## src/rtl/alu4_pkg.sv

```systemverilog
package alu4_pkg;
  typedef enum logic [1:0] {
    OP_RSUB = 2'd0,
    OP_SUB  = 2'd1,
    OP_ADD  = 2'd2,
    OP_NEG  = 2'd3
  } alu_op_e;
endpackage

```

## src/rtl/alu4_fa.sv

```systemverilog
module alu4_fa (
  input  logic x_i,
  input  logic y_i,
  input  logic c_i,
  output logic s_o,
  output logic c_o
);
  logic xy_x;
  assign xy_x = x_i ^ y_i;
  assign s_o  = xy_x ^ c_i;
  // majority of three
  assign c_o  = (x_i & y_i) | (x_i & c_i) | (y_i & c_i);
endmodule

```

## src/rtl/alu4_opnd_cond.sv

```systemverilog
module alu4_opnd_cond
  import alu4_pkg::*;
#(
  parameter int W = 4
) (
  input  logic [W-1:0] a_i,
  input  logic [W-1:0] b_i,
  input  logic [1:0]   op_i,
  output logic [W-1:0] x_o,
  output logic [W-1:0] y_o,
  output logic         cin_o
);
  logic inv_a, inv_b, zero_b;
  logic [W-1:0] b_gated;

  assign inv_a  = (op_i == OP_RSUB) | (op_i == OP_NEG);
  assign inv_b  = (op_i == OP_SUB);
  assign zero_b = (op_i == OP_NEG);
  assign cin_o  = (op_i != OP_ADD);

  assign b_gated = b_i & ~{W{zero_b}};
  assign x_o     = a_i ^ {W{inv_a}};
  assign y_o     = b_gated ^ {W{inv_b}};
endmodule

```

## src/rtl/alu4_ripple.sv

```systemverilog
module alu4_ripple #(
  parameter int W = 4
) (
  input  logic [W-1:0] x_i,
  input  logic [W-1:0] y_i,
  input  logic         cin_i,
  output logic [W-1:0] sum_o,
  output logic         cout_o,
  output logic         c_msb_in_o
);
  logic [W:0] c;
  assign c[0] = cin_i;

  for (genvar i = 0; i < W; i++) begin : g_cell
    alu4_fa u_fa (
      .x_i (x_i[i]),
      .y_i (y_i[i]),
      .c_i (c[i]),
      .s_o (sum_o[i]),
      .c_o (c[i+1])
    );
  end

  assign cout_o     = c[W];
  assign c_msb_in_o = c[W-1];
endmodule

```

## src/rtl/alu4_addsub.sv

```systemverilog
module alu4_addsub #(
  parameter int W = 4
) (
  input  logic [W-1:0] a_i,
  input  logic [W-1:0] b_i,
  input  logic [1:0]   op_i,
  output logic [W-1:0] d_o,
  output logic         carry_o,
  output logic         ovf_o
);
  logic [W-1:0] x, y;
  logic         cin, c_top_in;

  alu4_opnd_cond #(.W(W)) u_cond (
    .a_i   (a_i),
    .b_i   (b_i),
    .op_i  (op_i),
    .x_o   (x),
    .y_o   (y),
    .cin_o (cin)
  );

  alu4_ripple #(.W(W)) u_add (
    .x_i        (x),
    .y_i        (y),
    .cin_i      (cin),
    .sum_o      (d_o),
    .cout_o     (carry_o),
    .c_msb_in_o (c_top_in)
  );

  assign ovf_o = c_top_in ^ carry_o;
endmodule

```

## config.mk

```make
export PLATFORM = sky130hd
export DESIGN_NAME = alu4_addsub
export DESIGN_NICKNAME = d
export VERILOG_FILES = /design/src/rtl/alu4_pkg.sv /design/src/rtl/alu4_fa.sv /design/src/rtl/alu4_opnd_cond.sv /design/src/rtl/alu4_ripple.sv /design/src/rtl/alu4_addsub.sv
export SDC_FILE = /design/constraint.sdc
export NUM_CORES = 1
export LEC_CHECK = 0
export BUFFER_PORTS_ARGS = -buffer_cell sky130_fd_sc_hd__buf_2
export CAP_MARGIN = 10
export CORE_AREA = 2 2 39 41
export DETAILED_ROUTE_END_ITERATION = 6
export DIE_AREA = 0 0 41 43
export PLACE_DENSITY = 0.43
export SLEW_MARGIN = 10
export SYNTH_ARGS = -nofsm -noshare
export SYNTH_HDL_FRONTEND = slang
export SYNTH_HIERARCHICAL = 1
export SYNTH_SLANG_ARGS = --single-unit
```

## constraint.sdc

```tcl
create_clock -name vclk -period 3.25
set_input_delay 0 -clock vclk [all_inputs]
set_output_delay 0 -clock vclk [all_outputs]
set_load 0.1 [all_outputs]
```

==> metrics.yaml, run 1 <==
synth:
  synth_fp_nets: 41
  yosys.area_share.simple_pct: 10.53
  ys_top_cells_by_area: "fa_1 34%, xor2_1 18%, ha_1 16%"
  synthMuxAreaShare_pct: 0
  synth_xor_area_share_pct: 33.16
  synth_top_area_cell: "fa_1"
  synthAdderAreaFrac_pct: 49.47
  yosysWarnings: 6
  synth_top_area_share_pct: 33.68
  synth_top_family_by_area: "adder cells"
  syn_area_sq_um: 237.7
  synth_compound_area_share_pct: 0
  synth_cell_types: 7
  syn_inst: 24
  seq_area_frac_synth_pct: 0
  synth_area_per_cell_sq_um: 9.905
timing:
  drv_slew: 0
  fmax_mhz: 350.2
  period_minus_slack_ns: 2.855
  fin_hold_ws_ns: 0.7488
  worst_pin_slew_ns: 0.4838
  setup_viol_count_final: 0
  rsz0062_at_grt: "no"
  hold_viol: 0
  setup-tns-final_ns: 0
  relSlewSlack_pct: 67.97
  period_share_pct: 87.86
place:
  dp_hpwl_um: 464.2
  io_buffers: 16
  dpl_cell_area_sq_um: 384.1
  place_congestion: 0.6343
floorplan:
  placementRows: 14
  fp.dieH_um: 43
  start_util_pct: 17.18
  core_area_sq_um: 1384
  ios: 16
  dieArea_sq_um: 1763
  die_x_um: 41
grt:
  grt_antenna_before_repair: 0
  grt_use_total_pct: 6.647
  grt_pass1_wl_um: 841
  grt_util_met2_pct: 12.19
  first_global_vias: 208
  use_met1_pct: 8.117
  use_met3_pct: 1.047
  grt.busiest_layer: "met2"
  grt_start_max_net_pins: 5
  grt_remaining_overflow: 0
final_layout:
  finalCoreUtilization_pct: 27.76
  nNetsFinal: 58
  finalInstanceArea_sq_um: 384.1
  clockBufferCount: 0
  layout_common_cells: "14 x buf_2, 4 x nand2b_1, 4 x xnor2_1, 4 x xor2_1"
  layout_commonest_cell: "buf_2"
  seq_cell_count: 0
  diodes: 0
  drive_gt1_share_pct: 46.15
  final-seq-area_sq_um: 0
  nFillCells: 156
  synthToLayoutAreaGrowth_pct: 61.58
clock_tree:
  post_cts_buffers: 0
  cts_hold_buf: 0
  cts-resized-gates: 0
flow_run:
  drv_cap: 0
setup_path:
  crit_fanout: 4
  cpMostUsedCell: "fa_1"
  path_buf_inv: 3
  cpMaxStageDelayCell: "fa_1"
  arrival_ns: 2.86
  critPathKind: "in2out"
  cp_top_family: "adder cells"
  startpoint_type: "input port"
  slowest_delay_ns: 0.50
  worstPathRequired_ns: 3.25
  crit_chain: "buf_2, inv_1, ha_1, xor2_1, fa_1, fa_1, fa_1, fa_2, xor2_4, buf_12"
  critPathCaptureType: "primary output"
outcome:
  status: "finished, final reports clean"
detailed_routing:
  viasPerCell: 3.509
  vias: 193
  drt_iter0_drc: 0
  dr.pass1.iters: 1
  wire_per_inst_um: 8.745
  routed_wl_um: 481
  route.detailed.drc: 0
  ant_nets: 0
min_path:
  hp-class: "in2out"
-- cells in the mapped netlist --
library cell / count
xor2_1: 5
fa_1: 4
nand2b_1: 4
xnor2_1: 4
ha_1: 3
inv_1: 3
buf_2: 1
-- routing by layer --
metal	wire length [um]	vias to the layer above
met4	0	0
met1	196	84
met3	61	0
li1	-	98
met5	0	-
met2	223	11
-- logic make-up (layout without fill, tap and decap cells) --
group	Yosys count	count (layout)
buffers and inverters	4	19
adder cells (fa/ha/maj)	7	7
XOR/XNOR	9	9
AND/OR/NAND/NOR	4	4
-- path summary, 6_finish.rpt --
path,startpoint,endpoint,slack (ns),depth (start not counted)
setup / recovery,op_i[0],ovf_o,0.39,10
hold / removal,b_i[3],d_o[3],0.75,5
-- stage by stage --
stage / std cells / setup WS, ns
2_1_floorplan: 24 / 0.06299
3_3_place_gp: 55 / 0.3714
6_report: 55 / 0.3947
5_1_grt: 55 / 0.2856
3_5_place_dp: 55 / 0.3481
4_1_cts: 55 / 0.3459
-- final cells by class --
class              count  area, sq um  area share [%]
inverters              3        11.26           2.932
well taps             16        20.02           5.212
repair buffers        16        110.1           28.66
multi-input cells     20        242.7           63.19
Power of run 1 is not shown: default switching activity piles up to over one toggle a cycle in this logic, so the estimate is an artifact.
==> run 2: changes to the inputs <==
==> constraint.sdc (replaced) <==
create_clock -name vclk -period 3.59
set_input_delay 0 -clock vclk [all_inputs]
set_output_delay 0 -clock vclk [all_outputs]
set_load 0.1 [all_outputs]
==> metrics.yaml, run 2 (same netlist as run 1, synthesis figures left out) <==
final_layout:
  clockBufferCount: 0
  nNetsFinal: 58
  layout_common_cells: "16 x buf_2, 4 x fa_1, 4 x nand2b_1, 4 x xnor2_1, 4 x xor2_1"
  diodes: 0
  layout_commonest_cell: "buf_2"
  seq_cell_count: 0
  final_cells: 55
  synthToLayoutAreaGrowth_pct: 47.89
  drive_gt1_share_pct: 43.59
  final-seq-area_sq_um: 0
timing:
  setup-tns-final_ns: 0
  relSlewSlack_pct: 67.79
  drv_slew: 0
  setup_viol_count_final: 0
  period_share_pct: 87.50
  period_minus_slack_ns: 3.141
  fmax_mhz: 318.3
  rsz0062_at_grt: "no"
  hold_viol: 0
  worst_pin_slew_ns: 0.4865
detailed_routing:
  drt_iter0_drc: 0
  wire_per_inst_um: 8.200
  vias: 191
  ant_nets: 0
  viasPerCell: 3.473
  dr.pass1.iters: 1
  routed_wl_um: 451
  route.detailed.drc: 0
floorplan:
  core_area_sq_um: 1384
  ios: 16
  fp.dieH_um: 43
  placementRows: 14
  dieArea_sq_um: 1763
  die_x_um: 41
  start_util_pct: 17.18
grt:
  grt_start_max_net_pins: 5
  grt_util_met2_pct: 9.063
  use_met1_pct: 10.10
  use_met3_pct: 0
  grt_use_total_pct: 6.048
  grt_pass1_wl_um: 765
  first_global_vias: 177
  grt_remaining_overflow: 0
  grt_antenna_before_repair: 0
  grt.busiest_layer: "met1"
place:
  dp_cells: 55
  place_congestion: 0.6216
  io_buffers: 16
  dp_hpwl_um: 404
setup_path:
  critPathKind: "in2out"
  worstPathRequired_ns: 3.59
  critPathCaptureType: "primary output"
  arrival_ns: 3.14
  crit_fanout: 4
  startpoint_type: "input port"
min_path:
  min_to: "d_o[0]"
  hp-class: "in2out"
  hp-start: "a_i[0]"
  hold_depth: 4
clock_tree:
  cts_hold_buf: 0
  cts-resized-gates: 0
  post_cts_buffers: 0
outcome:
  status: "finished, final reports clean"
flow_run:
  drv_cap: 0
run 2: final cells by class:
| class | count | area, sq um |
|---|---|---|
| Fill cell | 164 | 1032 |
| Inverter | 3 | 11.26 |
| Multi-Input combinational cell | 20 | 240.2 |
| Tap cell | 16 | 20.02 |
| Timing Repair Buffer | 16 | 80.08 |
run 2: critical path, cell delays in order:
cell and delay, ns:
buf_2 0.10, inv_1 0.04, ha_1 0.36, xor2_1 0.21, fa_1 0.44, fa_1 0.39
fa_1 0.48, fa_1 0.51, xor2_4 0.18, buf_2 0.43
run 2: worst max-delay path by stage:
stage          startpoint  endpoint  slack [ns]  depth (start not counted)
3_5_place_dp      op_i[0]     ovf_o        0.41                         10
4_1_cts           op_i[0]     ovf_o        0.41                         10
3_3_place_gp      op_i[0]     ovf_o        0.42                         10
2_1_floorplan     op_i[0]     ovf_o         0.1                          8
5_1_grt           op_i[0]     ovf_o        0.29                         10
6_report          op_i[0]     ovf_o        0.45                         10
run 2: per-layer routing:
metal	vias to the layer above	routed length, um
met3	0	50
met4	0	0
met1	82	210
met5	-	0
li1	98	-
met2	11	190
run 2: metrics by stage:
stage	setup WS (ns)	hold slack (ns)	area [sq um]	util, %
final	0.4486	0.8719	351.6	25.41
after global routing	0.2860	0.9205	351.6	25.41
after CTS	0.4066	0.8771	351.6	25.41
after detailed placement	0.4091	0.8767	351.6	25.41
after global placement	0.4239	0.8844	351.6	25.41
after floorplan	0.09685	0.7468	256.5	-
Power of run 2 is left out for the same reason.
